==> src/rtl/vsq_pkg.sv <==
package vsq_pkg;

    typedef enum logic [1:0] {
        PH_BACK  = 2'd0,
        PH_SHOW  = 2'd1,
        PH_FRONT = 2'd2,
        PH_SYNC  = 2'd3
    } vphase_e;

    typedef logic [7:0] pix_t;

endpackage

==> src/rtl/vsq_hcount.sv <==
module vsq_hcount #(
    parameter int H_TOTAL = 200,
    parameter int H_W     = 8
) (
    input  logic           clk,
    input  logic           rst_n,
    input  logic [H_W-1:0] hs_start,
    input  logic [H_W-1:0] hs_end,
    output logic [H_W-1:0] hcnt,
    output logic           line_tick,
    output logic           hsync_n
);
    localparam logic [H_W-1:0] LAST = H_W'(H_TOTAL - 1);

    typedef struct packed {
        logic [H_W-1:0] hcnt;
        logic           hsync;
    } hstate_t;

    hstate_t st_q, st_d;

    always_comb begin
        st_d = st_q;
        if (st_q.hcnt == LAST) st_d.hcnt = '0;
        else                   st_d.hcnt = st_q.hcnt + 1'b1;
        st_d.hsync = !((st_d.hcnt >= hs_start) && (st_d.hcnt < hs_end));
    end

    always_ff @(posedge clk) begin
        if (!rst_n) begin
            st_q.hcnt  <= '0;
            st_q.hsync <= 1'b1;
        end else begin
            st_q <= st_d;
        end
    end

    assign hcnt      = st_q.hcnt;
    assign line_tick = (st_q.hcnt == LAST);
    assign hsync_n   = st_q.hsync;

    // the sync pulse only appears inside its window
    a_r2_hsync_window: assert property (@(posedge clk) disable iff (!rst_n)
        !hsync_n |-> ((hcnt >= hs_start) && (hcnt < hs_end)));

    // the position restarts after the last slot
    a_r2_line_wrap: assert property (@(posedge clk) disable iff (!rst_n)
        line_tick |=> (hcnt == '0));

endmodule

==> src/rtl/vsq_vphase.sv <==
module vsq_vphase
    import vsq_pkg::*;
#(
    parameter int PIX_PER_LINE = 160,
    parameter int LINE_W       = 10,
    parameter int ADDR_W       = 12,
    parameter int BUF_BASE     = 64,
    parameter int BUF_ROWS     = 4
) (
    input  logic              clk,
    input  logic              rst_n,
    input  logic              line_tick,
    input  logic [LINE_W-1:0] vis_start,
    input  logic [LINE_W-1:0] vfp_start,
    input  logic [LINE_W-1:0] vs_start,
    input  logic [LINE_W-1:0] vs_end,
    output vphase_e           phase,
    output logic [ADDR_W-1:0] row_addr,
    output logic              vsync_n
);
    localparam logic [ADDR_W:0]   ROW_STEP = (ADDR_W+1)'(PIX_PER_LINE);
    localparam logic [ADDR_W:0]   BUF_END  = (ADDR_W+1)'(BUF_BASE + BUF_ROWS * PIX_PER_LINE);
    localparam logic [ADDR_W-1:0] BASE     = ADDR_W'(BUF_BASE);

    typedef struct packed {
        vphase_e           phase;
        logic [LINE_W-1:0] lcnt;
        logic [ADDR_W-1:0] row;
        logic              vsync;
    } vstate_t;

    vstate_t st_q, st_d;
    logic [LINE_W-1:0] next_cnt;
    logic [ADDR_W:0]   row_step;

    always_comb begin
        st_d     = st_q;
        next_cnt = st_q.lcnt + 1'b1;
        row_step = {1'b0, st_q.row} + ROW_STEP;
        if (line_tick) begin
            st_d.vsync = (st_q.phase != PH_SYNC);
            st_d.lcnt  = next_cnt;
            case (st_q.phase)
                PH_BACK: begin
                    if (next_cnt >= vis_start) begin
                        st_d.phase = PH_SHOW;
                        st_d.row   = BASE;
                    end
                end
                PH_SHOW: begin
                    if (next_cnt >= vfp_start) begin
                        st_d.phase = PH_FRONT;
                    end else if (!next_cnt[0]) begin
                        if (row_step >= BUF_END) st_d.row = BASE;
                        else                     st_d.row = row_step[ADDR_W-1:0];
                    end
                end
                PH_FRONT: begin
                    if (next_cnt >= vs_start) st_d.phase = PH_SYNC;
                end
                PH_SYNC: begin
                    if (next_cnt >= vs_end) begin
                        st_d.phase = PH_BACK;
                        st_d.lcnt  = '0;
                    end
                end
                default: st_d.phase = PH_BACK;
            endcase
        end
    end

    always_ff @(posedge clk) begin
        if (!rst_n) begin
            st_q.phase <= PH_BACK;
            st_q.lcnt  <= '0;
            st_q.row   <= BASE;
            st_q.vsync <= 1'b1;
        end else begin
            st_q <= st_d;
        end
    end

    assign phase    = st_q.phase;
    assign row_addr = st_q.row;
    assign vsync_n  = st_q.vsync;

    // the row moves only at a line boundary
    a_r5_row_holds: assert property (@(posedge clk) disable iff (!rst_n)
        !line_tick |=> $stable(row_addr));

    // the row never leaves the buffer
    a_r6_row_in_buffer: assert property (@(posedge clk) disable iff (!rst_n)
        ({1'b0, row_addr} >= (ADDR_W+1)'(BUF_BASE)) && ({1'b0, row_addr} < BUF_END));

    // vsync edges fall only on line boundaries
    a_r9_vsync_on_line: assert property (@(posedge clk) disable iff (!rst_n)
        !line_tick |=> $stable(vsync_n));

    // visible is followed only by visible or front porch
    a_r3_show_order: assert property (@(posedge clk) disable iff (!rst_n)
        (phase == PH_SHOW) |=> ((phase == PH_SHOW) || (phase == PH_FRONT)));

endmodule

==> src/rtl/vsq_pixel.sv <==
module vsq_pixel
    import vsq_pkg::*;
#(
    parameter int PIX_PER_LINE = 160,
    parameter int H_W          = 8,
    parameter int ADDR_W       = 12
) (
    input  logic              clk,
    input  logic              rst_n,
    input  logic [H_W-1:0]    hcnt,
    input  vphase_e           phase,
    input  logic [ADDR_W-1:0] row_addr,
    input  pix_t              rd_data,
    output logic [ADDR_W-1:0] rd_addr,
    output pix_t              pix
);
    localparam logic [H_W-1:0] PIX_H = H_W'(PIX_PER_LINE);

    typedef struct packed {
        pix_t pix;
    } pstate_t;

    pstate_t st_q, st_d;
    logic    in_data;

    always_comb begin
        st_d    = st_q;
        in_data = (phase == PH_SHOW) && (hcnt >= H_W'(1)) && (hcnt <= PIX_H);
        st_d.pix = in_data ? rd_data : '0;
    end

    always_ff @(posedge clk) begin
        if (!rst_n) st_q.pix <= '0;
        else        st_q <= st_d;
    end

    assign rd_addr = row_addr + ((hcnt < PIX_H) ? ADDR_W'(hcnt) : '0);
    assign pix     = st_q.pix;

    // black byte ahead of the line data
    a_r8_lead_zero: assert property (@(posedge clk) disable iff (!rst_n)
        (hcnt == '0) |=> (pix == '0));

    // black byte after the line data
    a_r8_trail_zero: assert property (@(posedge clk) disable iff (!rst_n)
        (hcnt == PIX_H + H_W'(1)) |=> (pix == '0));

    // no data outside the visible phase
    a_r8_dark_outside: assert property (@(posedge clk) disable iff (!rst_n)
        (phase != PH_SHOW) |=> (pix == '0));

endmodule

==> src/rtl/vga_dbl_scanout.sv <==
module vga_dbl_scanout
    import vsq_pkg::*;
#(
    parameter int PIX_PER_LINE = 160,
    parameter int H_TOTAL      = 200,
    parameter int LINE_W       = 10,
    parameter int ADDR_W       = 12,
    parameter int BUF_BASE     = 64,
    parameter int BUF_ROWS     = 4,
    localparam int H_W         = $clog2(H_TOTAL)
) (
    input  logic              clk,
    input  logic              rst_n,
    input  logic [LINE_W-1:0] vis_start,
    input  logic [LINE_W-1:0] vfp_start,
    input  logic [LINE_W-1:0] vs_start,
    input  logic [LINE_W-1:0] vs_end,
    input  logic [H_W-1:0]    hs_start,
    input  logic [H_W-1:0]    hs_end,
    input  logic [7:0]        rd_data,
    output logic [ADDR_W-1:0] rd_addr,
    output logic [7:0]        pix,
    output logic              hsync_n,
    output logic              vsync_n
);
    logic [H_W-1:0]    hcnt;
    logic              line_tick;
    vphase_e           phase;
    logic [ADDR_W-1:0] row_addr;

    vsq_hcount #(
        .H_TOTAL (H_TOTAL),
        .H_W     (H_W)
    ) u_hcount (
        .clk       (clk),
        .rst_n     (rst_n),
        .hs_start  (hs_start),
        .hs_end    (hs_end),
        .hcnt      (hcnt),
        .line_tick (line_tick),
        .hsync_n   (hsync_n)
    );

    vsq_vphase #(
        .PIX_PER_LINE (PIX_PER_LINE),
        .LINE_W       (LINE_W),
        .ADDR_W       (ADDR_W),
        .BUF_BASE     (BUF_BASE),
        .BUF_ROWS     (BUF_ROWS)
    ) u_vphase (
        .clk       (clk),
        .rst_n     (rst_n),
        .line_tick (line_tick),
        .vis_start (vis_start),
        .vfp_start (vfp_start),
        .vs_start  (vs_start),
        .vs_end    (vs_end),
        .phase     (phase),
        .row_addr  (row_addr),
        .vsync_n   (vsync_n)
    );

    vsq_pixel #(
        .PIX_PER_LINE (PIX_PER_LINE),
        .H_W          (H_W),
        .ADDR_W       (ADDR_W)
    ) u_pixel (
        .clk      (clk),
        .rst_n    (rst_n),
        .hcnt     (hcnt),
        .phase    (phase),
        .row_addr (row_addr),
        .rd_data  (rd_data),
        .rd_addr  (rd_addr),
        .pix      (pix)
    );

endmodule

==> config.mk <==
export PLATFORM = sky130hd
export DESIGN_NAME = vga_dbl_scanout
export DESIGN_NICKNAME = d
export VERILOG_FILES = /design/src/rtl/vsq_pkg.sv /design/src/rtl/vsq_hcount.sv /design/src/rtl/vsq_vphase.sv /design/src/rtl/vsq_pixel.sv /design/src/rtl/vga_dbl_scanout.sv
export SDC_FILE = /design/constraint.sdc
export NUM_CORES = 1
export LEC_CHECK = 0
export BUFFER_PORTS_ARGS = -buffer_cell sky130_fd_sc_hd__buf_2
export CAP_MARGIN = 20
export CORE_AREA = 5 5 88 90
export CTS_BUF_LIST = sky130_fd_sc_hd__clkbuf_16
export DETAILED_ROUTE_END_ITERATION = 12
export DIE_AREA = 0 0 93 95
export PLACE_DENSITY = 0.84
export SYNTH_ARGS = -nofsm -noshare
export SYNTH_HDL_FRONTEND = slang
export SYNTH_HIERARCHICAL = 1
export SYNTH_SLANG_ARGS = --single-unit
export TNS_END_PERCENT = 30
==> constraint.sdc <==
create_clock -name clk -period 5.4 [get_ports clk]
set_input_delay 1.35 -clock clk [delete_from_list [all_inputs] [get_ports clk]]
set_output_delay 1.35 -clock clk [all_outputs]
set_load 0.01 [all_outputs]
==> run summary <==
The run finished with clean final reports. After synthesis, the share of flip-flops with an asynchronous set or reset is 0. The static leakage came out at 2.334 nW. The overall routed net length came out at ~9100 µm.

The area overhead of the layout relative to synthesis is 15.63%. Among all flip-flop cells after synthesis, the most frequent one is dfxtp_1. The worst max-slew margin expressed relative to the limit is 0.5726. The power after layout came out at 0.7793 mW. In this run, CTS created clock tree buffers numbering 5. 0 antenna diodes ended up in the layout. The global routing usage summed across all routing layers is 0.2085. In this run the mean area of a mapped cell was 8.172 µm². The post-synthesis instance total came out at a little under 500.

The count of pins over their slew limit was 0. The half-perimeter wire length after detailed placement came out at 7174 µm. The average wire length per cell after detail routing is between 10 and 15 µm. Setup repair after global routing left no endpoint under its margin. For this configuration, the core starts out at a cell density of 0.5642. The share of the clock period used by the worst path after layout came out at 0.6803. The cell area that synthesis handed to floorplanning was slightly below 4000 µm². The number of gates resized after cts came out at 0. The arrival time of the worst setup path is about 2.3 ns.

The count of final setup violators came out at 0. The first-pass GRT wire length came out at between 15,000 and 20,000 µm. The most area-hungry cell type in the Yosys netlist is ha_1. In this run the worst hold path is classified as flop to flop. The number of nets in the finished design came out at between 600 and 700. Max-cap violations in this run came to 0. The maximum fanout encountered on the critical timing path is 7. The floorplan step defined a die boundary enclosing about 9000 µm². The data required time of the critical path came out at ~4.1 ns.

The startpoint kind of the worst setup timing path is a flop. The maximum clock frequency is between 0.2 and 0.3 GHz. The core outline area is ~7000 µm².

The initial antenna violation count is 0. Entering global routing, the biggest net connects 31 pins. The final hold violation count is 0. The worst setup path is of the flop to primary output kind.

The areal power density over the cells came out at around 170 nW/µm². The area share of the leading cell type in the synthesized netlist came out at 0.2224. The later pin in the worst-skew pair is clocked with a latency of approximately 0.28 ns. The number of synthesis warnings is 6.

TritonCTS built the clock tree. The global route total overflow came out at 0. In this run the number of H-tree levels came out at 2.

Across the routed clock network, the largest skew measured is approximately 0.0025 ns. At the end of the flow the core is filled with cells to 0.6523. The die width came out at about 93 µm. The filler-free cell count of the finished design is approximately 640.

The distinct cell type count after synthesis is 74. The I/O pin count is slightly below 90. In the post-synthesis netlist, the biggest area contributors are ha_1, dfxtp_1, inv_1.

The floorplan die height came out at about 95 µm. The slew at the pin with the worst max-slew slack came out at 0.6365 ns. The worst-case IR drop observed on VDD is between 0.1 and 0.15 mV.

The number of rows in the core area came out at 31. The cell count after placement is roughly 630. Hold repair after CTS inserted 0 buffers. The number of buffers inserted by post-CTS setup repair came out at 0. The DRC marker count from the first detailed-route iteration came out at ~170. The number of enable flip-flop cells after synthesis is 0.

In this run the clock root is driven by a clkbuf_16. The worst path setup slack after routing is 1.726 ns. The number of DRC violations after detailed routing came out at 0. The clock sink total came out at 37. The number of cells on the worst reg-to-reg path came out at 11. The clock passes through at most 2 buffers. The placer congestion estimate came out at between 0.8 and 0.9. The count of input and output buffers came out at 87.

The clock slew seen by the registers of the worst setup and hold paths is approximately 0.06 ns. The length of the first detailed-routing pass in iterations is 4. Of the cells placed in the final design, the portion with a size suffix greater than 1 is 0.2071. The setup TNS is 0 ns.

The total via count in the routed design came out at between 3,000 and 4,000. The portion of the post-synthesis area used by sequential elements came out at 0.1881. The pre-CTS worst setup slack is between 2 and 2.5 ns.

STA classifies the critical path endpoint as a primary output. The post-route antenna net violation count is 0. The via density per instance came out at 5.646. The worst path needs 3.674 ns of the cycle, external delays included. The flop and latch count out of synthesis came out at 37. The number of global-route vias before repair is 3,588. The number of cells on the worst hold path came out at 2.
[cells in the final DEF (no fill, tap or decap), types with 4 or more instances in the layout]
cell type,instances
and3_1,7
a211oi_1,12
clkbuf_16,5
dfxtp_1,37
a21o_1,6
buf_2,87
a31oi_1,5
nand3b_1,4
o21ai_0,17
a21oi_1,30
a211o_1,4
o21ai_1,5
ha_1,70
xnor2_1,12
nor2_1,20
inv_1,64
nand2_1,29
nand3_1,18
xor2_1,7
conb_1,5
and2_1,17
nand4_1,13
nand2b_1,15
[cells by family after synthesis]
| group | Yosys count | share of synthesized area |
|---|---|---|
| xor+xnor | 19 | 0.04225 |
| flops | 37 | 0.1881 |
| fa+ha+maj | 71 | 0.2274 |
| compound gates | 115 | 0.2163 |
| other cells | 1 | 0.0009521 |
| mux | 3 | 0.008894 |
| simple gates | 149 | 0.2189 |
| buf+inv | 87 | 0.09720 |
[layout make-up]
type	count	area, µm²
Inverter	65	244.0
Clock buffer	5	125.1
Fill cell	578	2427
Timing Repair Buffer	88	442.9
Sequential cell	37	740.7
Clock inverter	3	68.82
Multi-Input combinational cell	362	2830
Tap cell	82	102.6
[path summary, 6_finish.rpt]
| path | startpoint | endpoint | slack [ns] |
|---|---|---|---|
| worst max-delay path | u_hcount/hcnt[6] | rd_addr[9] | 1.73 |
| worst max register to register | u_vphase/st_q[13] | u_vphase/st_q[18] | 1.99 |
| worst min-delay path | u_vphase/vsync_n | u_vphase/vsync_n | 0.50 |
| worst min register to register | u_vphase/vsync_n | u_vphase/vsync_n | 0.50 |
[through the flow]
stage	hold WS, ns	area, µm²
floorplan	0.4576	3954
global placement	0.4662	4360
detailed placement	0.4835	4360
CTS	0.5009	4554
global route	0.5406	4554
finish	0.5008	4554
[synth_stat cells, types with 4 or more instances]
cell type and number:
nor2_1 20, o21ai_0 17, nand2_1 29, nand3_1 18, a21oi_1 30, nand2b_1 15, inv_1 64, o21ai_1 5
a211oi_1 12, nand4_1 13, xnor2_1 12, and2_1 17, a211o_1 4, nand3b_1 4, a21o_1 6, dfxtp_1 37
a31oi_1 5, buf_4 14, xor2_1 7, ha_1 70, and3_1 7
[state kept, by name (all words and copies together), names as in the netlist]
register,flops
u_vphase/row_addr,7
u_hcount/hsync_n,1
u_vphase/vsync_n,1
u_hcount/hcnt,8
u_pixel/pix,8
u_vphase/st_q,10
u_vphase/phase,2
[critical path, cell delays in order, from the launching register on]
cell and delay (ns):
dfxtp_1 0.49, o21ai_0 0.22, and2_1 0.21, ha_1 0.32, nor2_1 0.10, o21ai_0 0.13, a211o_1 0.32, o211ai_1 0.09
buf_2 0.16
[power breakdown]
part,leakage [nW],internal [mW],switching (mW),total (mW)
Combinational,1.94,0.0563,0.0601,0.116
Sequential,0.299,0.276,0.00559,0.281
Clock,0.0944,0.266,0.116,0.382
Total,2.33,0.598,0.181,0.779
[routing by layer]
layer,track usage,wire length [µm],part of all wire
met1,0.2404,3954,0.43
met2,0.3839,4449,0.49
met4,0.06105,136,0.015
met5,0,0,0
met3,0.04701,572,0.063
(Power assumes the default switching activity.)
